[src/rtl/spi_reg_pkg.sv]
package spi_reg_pkg;
  localparam int unsigned DEF_ADDR_W = 6;
  localparam int unsigned DEF_DATA_W = 24;
  localparam int unsigned DEF_SYNC   = 2;

  // flag + offset + one ignored bit + data
  function automatic int unsigned frame_w(int unsigned aw, int unsigned dw);
    return 1 + aw + 1 + dw;
  endfunction
endpackage

[src/rtl/spi_pin_sync.sv]
module spi_pin_sync #(
  parameter int unsigned WIDTH  = 3,
  parameter int unsigned STAGES = 2
) (
  input  logic             clk_i,
  input  logic             rst_ni,
  input  logic [WIDTH-1:0] d_i,
  output logic [WIDTH-1:0] q_o
);
  logic [WIDTH-1:0] stg_q [STAGES];

  always_ff @(posedge clk_i or negedge rst_ni) begin
    if (!rst_ni) begin
      for (int s = 0; s < STAGES; s++) stg_q[s] <= '0;
    end else begin
      stg_q[0] <= d_i;
      for (int s = 1; s < STAGES; s++) stg_q[s] <= stg_q[s-1];
    end
  end

  assign q_o = stg_q[STAGES-1];
endmodule

[src/rtl/spi_rx_frame.sv]
module spi_rx_frame #(
  parameter int unsigned FRAME_W = 32,
  parameter int unsigned ADDR_W  = 6,
  parameter int unsigned DATA_W  = 24,
  parameter int unsigned CNT_W   = 6
) (
  input  logic              clk_i,
  input  logic              rst_ni,
  input  logic              cs_rise_i,
  input  logic              cs_fall_i,
  input  logic              sclk_rise_i,
  input  logic              mosi_i,
  output logic [CNT_W-1:0]  bit_cnt_o,
  output logic [ADDR_W-1:0] addr_o,
  output logic              addr_ld_o,
  output logic              we_o,
  output logic [DATA_W-1:0] wdata_o
);
  localparam int unsigned ADDR_DONE = 1 + ADDR_W;  // bits in before offset complete
  localparam int unsigned CNT_SAT   = FRAME_W + 1; // marks an over-long frame

  logic [CNT_W-1:0]   cnt_q;
  logic [FRAME_W-1:0] rx_q, rx_nxt;
  logic [ADDR_W-1:0]  addr_q;
  logic               addr_ld_q, we_q;
  logic [DATA_W-1:0]  wdata_q;
  logic               commit;

  assign rx_nxt = {rx_q[FRAME_W-2:0], mosi_i};
  assign commit = cs_fall_i && (cnt_q == CNT_W'(FRAME_W)) && rx_q[FRAME_W-1];

  always_ff @(posedge clk_i or negedge rst_ni) begin
    if (!rst_ni) begin
      cnt_q     <= '0;
      rx_q      <= '0;
      addr_q    <= '0;
      addr_ld_q <= 1'b0;
    end else begin
      addr_ld_q <= 1'b0;
      if (cs_rise_i || cs_fall_i) begin
        cnt_q <= '0;
        if (cs_rise_i) rx_q <= '0;
      end else if (sclk_rise_i) begin
        rx_q <= rx_nxt;
        if (cnt_q != CNT_W'(CNT_SAT)) cnt_q <= cnt_q + 1'b1;
        if (cnt_q == CNT_W'(ADDR_DONE - 1)) begin
          addr_q    <= rx_nxt[ADDR_W-1:0];
          addr_ld_q <= 1'b1;
        end
      end
    end
  end

  always_ff @(posedge clk_i or negedge rst_ni) begin
    if (!rst_ni) begin
      we_q    <= 1'b0;
      wdata_q <= '0;
    end else begin
      we_q <= commit;
      if (commit) wdata_q <= rx_q[DATA_W-1:0];
    end
  end

  assign bit_cnt_o = cnt_q;
  assign addr_o    = addr_q;
  assign addr_ld_o = addr_ld_q;
  assign we_o      = we_q;
  assign wdata_o   = wdata_q;
endmodule

[src/rtl/spi_tx_shift.sv]
module spi_tx_shift #(
  parameter int unsigned FRAME_W = 32,
  parameter int unsigned DATA_W  = 24,
  parameter int unsigned HDR_W   = 8,
  parameter int unsigned CNT_W   = 6
) (
  input  logic              clk_i,
  input  logic              rst_ni,
  input  logic              cs_edge_i,
  input  logic              load_i,
  input  logic [DATA_W-1:0] rdata_i,
  input  logic              sclk_fall_i,
  input  logic [CNT_W-1:0]  bit_cnt_i,
  output logic              miso_o
);
  logic [DATA_W-1:0] tx_q;
  logic              out_q;
  logic              in_data;

  // falling edge after bit (cnt) received launches frame bit FRAME_W-1-cnt
  assign in_data = (bit_cnt_i >= CNT_W'(HDR_W)) && (bit_cnt_i < CNT_W'(FRAME_W));

  always_ff @(posedge clk_i or negedge rst_ni) begin
    if (!rst_ni) begin
      tx_q  <= '0;
      out_q <= 1'b0;
    end else if (cs_edge_i) begin
      out_q <= 1'b0;
    end else begin
      if (load_i) tx_q <= rdata_i;
      if (sclk_fall_i) begin
        if (in_data) begin
          out_q <= tx_q[DATA_W-1];
          tx_q  <= {tx_q[DATA_W-2:0], 1'b0};
        end else begin
          out_q <= 1'b0;
        end
      end
    end
  end

  assign miso_o = out_q;
endmodule

[src/rtl/spi_reg_slave.sv]
module spi_reg_slave
  import spi_reg_pkg::*;
#(
  parameter int unsigned ADDR_W      = DEF_ADDR_W,
  parameter int unsigned DATA_W      = DEF_DATA_W,
  parameter int unsigned SYNC_STAGES = DEF_SYNC
) (
  input  logic              clk_i,
  input  logic              rst_ni,
  input  logic              sclk_i,
  input  logic              cs_i,
  input  logic              mosi_i,
  output logic              miso_o,
  output logic [ADDR_W-1:0] reg_addr_o,
  output logic [DATA_W-1:0] reg_wdata_o,
  output logic              reg_we_o,
  input  logic [DATA_W-1:0] reg_rdata_i
);
  localparam int unsigned FRAME_W = frame_w(ADDR_W, DATA_W);
  localparam int unsigned HDR_W   = FRAME_W - DATA_W;
  localparam int unsigned CNT_W   = $clog2(FRAME_W + 2);

  logic [2:0]       pins_s;
  logic             cs_s, sclk_s, mosi_s;
  logic             cs_d, sclk_d;
  logic             cs_rise, cs_fall, sclk_rise, sclk_fall;
  logic [CNT_W-1:0] bit_cnt;
  logic             addr_ld;

  spi_pin_sync #(.WIDTH(3), .STAGES(SYNC_STAGES)) i_sync (
    .clk_i  (clk_i),
    .rst_ni (rst_ni),
    .d_i    ({cs_i, sclk_i, mosi_i}),
    .q_o    (pins_s)
  );

  assign {cs_s, sclk_s, mosi_s} = pins_s;

  always_ff @(posedge clk_i or negedge rst_ni) begin
    if (!rst_ni) begin
      cs_d   <= 1'b0;
      sclk_d <= 1'b0;
    end else begin
      cs_d   <= cs_s;
      sclk_d <= sclk_s;
    end
  end

  assign cs_rise   = cs_s & ~cs_d;
  assign cs_fall   = ~cs_s & cs_d;
  assign sclk_rise = cs_s & sclk_s & ~sclk_d;
  assign sclk_fall = cs_s & ~sclk_s & sclk_d;

  spi_rx_frame #(
    .FRAME_W (FRAME_W),
    .ADDR_W  (ADDR_W),
    .DATA_W  (DATA_W),
    .CNT_W   (CNT_W)
  ) i_rx (
    .clk_i       (clk_i),
    .rst_ni      (rst_ni),
    .cs_rise_i   (cs_rise),
    .cs_fall_i   (cs_fall),
    .sclk_rise_i (sclk_rise),
    .mosi_i      (mosi_s),
    .bit_cnt_o   (bit_cnt),
    .addr_o      (reg_addr_o),
    .addr_ld_o   (addr_ld),
    .we_o        (reg_we_o),
    .wdata_o     (reg_wdata_o)
  );

  spi_tx_shift #(
    .FRAME_W (FRAME_W),
    .DATA_W  (DATA_W),
    .HDR_W   (HDR_W),
    .CNT_W   (CNT_W)
  ) i_tx (
    .clk_i       (clk_i),
    .rst_ni      (rst_ni),
    .cs_edge_i   (cs_rise | cs_fall),
    .load_i      (addr_ld),
    .rdata_i     (reg_rdata_i),
    .sclk_fall_i (sclk_fall),
    .bit_cnt_i   (bit_cnt),
    .miso_o      (miso_o)
  );
endmodule

[config.mk]
export PLATFORM = sky130hd
export DESIGN_NAME = spi_reg_slave
export DESIGN_NICKNAME = d
export VERILOG_FILES = /design/src/rtl/spi_reg_pkg.sv /design/src/rtl/spi_pin_sync.sv /design/src/rtl/spi_rx_frame.sv /design/src/rtl/spi_tx_shift.sv /design/src/rtl/spi_reg_slave.sv
export SDC_FILE = /design/constraint.sdc
export NUM_CORES = 1
export LEC_CHECK = 0
export BUFFER_PORTS_ARGS = -buffer_cell sky130_fd_sc_hd__buf_2
export CORE_MARGIN = 2
export CORE_UTILIZATION = 40
export DETAILED_ROUTE_END_ITERATION = 6
export PLACE_DENSITY_LB_ADDON = 0.2
export SLEW_MARGIN = 20
export SYNTH_ARGS = -nofsm -noshare
export SYNTH_HDL_FRONTEND = slang
export SYNTH_SLANG_ARGS = --single-unit
[constraint.sdc]
create_clock -name clk_i -period 4.3 [get_ports clk_i]
set_input_delay 0.86 -clock clk_i [delete_from_list [all_inputs] [get_ports clk_i]]
set_output_delay 0.86 -clock clk_i [all_outputs]
set_load 0.1 [all_outputs]
==> metrics.md <==
| Metric | Value |
|---|---|
| Clk_lat worst skew | `360 ps` |
| H-tree depth | `3` |
| Leak Pwr | `between 2 and 3 nW` |
| Die outline width | `107.8 um` |
| Routed via count | `approximately 2800` |
| Most frequent cells in the layout | `103 x dfrtp_1, 59 x buf_2, 32 x a22o_1, 32 x nand2_1, 31 x inv_1` |
| Top post-synthesis cells by area | `dfrtp_1 60%, mux2_4 6.6%, a22o_1 6.5%, o221ai_1 4.7%, nand4_1 3.5%` |
| Switching part of the total power | `0.2270` |
| CTS clk-pin slew, worst paths | `100 ps` |
| I/O Pins | `61` |
| Iteration-0 DRC Markers | `245` |
| DR vias/cell | `~5.3` |
| Routed length per instance | `15.28 um` |
| # setup viols final | `0` |
| Grt met1 use | `0.2224` |
| R2r worst-path depth | `7` |
| Yosys Warn Count | `0` |
| Status | `completed` |
| Routed Antenna Nets | `0` |
| Critical path class | `register to register` |
| Routing usage on met3 | `0.02542` |
| Final Wtd Congestion | `slightly above 0.7` |
| Layout cell share with drive strength beyond 1 | `0.2965` |
| Power Dens Cells | `between 300 and 400 nW/um^2` |
| Setup Skew | `11.19 ps` |
| Mapped Area | `4307 um^2` |
| Ant diodes | `0` |
| DR pass1 iterations | `4` |
| CTS root buf | `clkbuf_8` |
| Total CTS buffers | `9` |
| Max Slew Vio Count | `0` |
| Slew margin rel. | `0.4056` |
| Final WL | `approximately 8200 um` |
| Fin. Hold Viols | `0` |
| Area grow syn2layout | `14.87%` |
| Die H | `107.8 um` |
| Final min period | `between 2000 and 3000 ps` |
| Hold-critical path depth | `0` |
| Vias in the first global route | `2868` |
| Combinational share of power | `0.042` |
| Period utilization | `0.6418` |
| Full die area | `11610 um^2` |
| P_sw | `between 300 and 400 uW` |
| Worst hold path class | `register to register` |
| Seq/Total Area, Yosys | `0.5985` |
| P_int | `roughly 1.3 mW` |
| Clk buf depth | `2` |
| Syn_nets | `374` |
| F_max | `approximately 360 MHz` |
| Setup crit start kind | `register` |
| Post-CTS sizing | `0` |
| Setup bufs post-CTS | `0` |
| Area after DPL | `4726 um^2` |
| Max Cap Viol | `0` |
| Row cnt | `37` |
| Hold Path End | `i_sync.q_o[0]` |
| Critical R2R Launch | `i_sync.q_o[2]` |
| Worst-Margin Slew | `891.6 ps` |
| First-pass GRT wire length | `~14000 um` |
| RSZ-0062 raised after global routing | `no` |
| Hold_sp | `i_sync.stg_q[3]` |
| WP data required | `4550 ps` |
| Flop pwr share | `0.572` |
| DRC violations left | `0` |
| Unique masters post-synth | `34` |
| Syn avg cell area | `between 10 and 15 um^2` |
| Gr busiest metal | `met2` |
| Synth top area share | `0.5985` |
| Maximum fanout along the worst path | `34` |
| Commonest non-fill, non-tap cell in the layout | `dfrtp_1` |
| Dpl hpwl | `5350 um` |
| CP arrival | `3010 ps` |
| Grt total ovfl | `0` |
| FF+latch count, synth | `103` |
| RR Endpoint | `i_rx.rx_q[20]` |
| Final instance area | `4947 um^2` |
| Largest net degree at the start of global routing | `48` |
| # nets final | `428` |
| Total core area | `a little over 10000 um^2` |
| Global-route usage over all layers | `0.1536` |
| Initial antenna violation count | `0` |
| Initial Utilization | `0.4153` |
| Setup TNS Final | `0 ps` |
| CTS tree | `yes` |
| IO Port Bufs | `60` |
| Met2 Use GR | `0.2305` |
| Mapped Cells | `approximately 340` |
| Worst setup EP type | `register` |
| Post-cts hold buffer count | `0` |
| Clock sink count | `around 100` |
| Clk pwr share | `0.386` |
| Post-synth top area cell | `dfrtp_1` |
| Max VDD drop | `0.0001386 V` |
| Reg2reg setup slack | `1540 ps` |
[cells in the mapped netlist]
cell type / instances
and4b_1: 1
buf_2: 8
o221ai_1: 23
mux2_4: 19
o31ai_2: 1
o311ai_0: 1
a22o_1: 32
mux2i_1: 2
nor3_1: 1
buf_6: 2
nor2b_1: 1
nand2_1: 32
mux2_2: 11
a211o_1: 1
nand4_4: 1
o21ai_0: 2
o21ba_2: 1
nand4b_1: 1
nand3_1: 3
nand3b_1: 2
o22ai_1: 1
a21oi_1: 6
nor4b_4: 1
nand4_1: 24
o41ai_1: 1
clkbuf_1: 14
ha_1: 6
inv_1: 31
and3b_1: 1
nor2_1: 2
nand2b_1: 1
or3_1: 2
dfrtp_1: 103
and2_1: 1
[layout make-up]
type	instances	area, um^2
fillers	966	5423
flip-flops and latches	103	2577
multi-input cells	181	1506
repair buffers	67	355.3
well taps	136	170.2
clock buffers	10	127.6
inverters	31	116.4
clock inverters	6	93.84
[how the worst max path moves through the flow]
stage / from / to / slack, ps
2_1_floorplan: i_sync.q_o[2] / i_rx.addr_o[0] / 2480
3_3_place_gp: i_sync.q_o[2] / i_rx.rx_q[13] / 1680
3_5_place_dp: i_sync.q_o[2] / i_rx.rx_q[20] / 1530
4_1_cts: i_sync.q_o[2] / i_rx.rx_q[20] / 1520
5_1_grt: i_sync.q_o[2] / i_rx.rx_q[31] / 1330
6_report: i_sync.q_o[2] / i_rx.rx_q[20] / 1540
[sequential cells by signal, summed over array words and instances (netlist names)]
| signal | count |
|---|---|
| i_rx.rx_q | 32 |
| i_rx.wdata_o | 24 |
| i_rx.addr_ld_o | 1 |
| i_rx.bit_cnt_o | 6 |
| i_sync.stg_q | 3 |
| i_sync.q_o | 3 |
| sclk_d | 1 |
| i_tx.miso_o | 1 |
| cs_d | 1 |
| i_rx.addr_o | 6 |
| i_rx.we_o | 1 |
| i_tx.tx_q | 24 |
[stage by stage]
stage	hold WS, ps	cells	utilization	power, mW	setup slack, ps
final	357.4	534	0.4771	1.719	1540
after global routing	361.7	534	0.4771	1.795	1333
after CTS	360.2	534	0.4771	1.747	1520
after detailed placement	335.5	518	0.4557	1.076	1529
after global placement	332.6	518	0.4557	1.075	1677
after floorplan	331.2	339	-	1.032	2476
[metal layers]
layer	share of wire	wire, um
met1	0.50	4108
met2	0.46	3715
met3	0.033	271
met4	0.0081	66
met5	0	0
[worst max-delay path, stage by stage (launching register included)]
cell and delay [ps]:
dfrtp_1 470, ha_1 310, buf_4 320, and4b_1 640, buf_4 330, a21oi_2 140
buf_4 250, a22o_1 200
[cell families (layout without fill, tap and decap cells)]
family | count (synthesis) | in the layout | share of synthesized area
buffers and inverters | 55 | 114 | 0.05375
AND/OR/NAND/NOR | 74 | 74 | 0.09675
adder cells (fa/ha/maj) | 6 | 6 | 0.01743
multiplexers | 32 | 32 | 0.09965
AO/OA/AOI/OAI | 69 | 69 | 0.1339
flip-flops | 103 | 103 | 0.5985
[power groups by stage]
stage	Combinational, mW	Sequential, mW	Clock (mW)
CTS	0.0748	0.982	0.690
detailed placement	0.0747	1.00	0
floorplan	0.0325	1.00	0
global route	0.0832	0.984	0.728
finish	0.0726	0.982	0.664
global placement	0.0735	1.00	0
No activity file was read; power rests on OpenSTA's default activity.
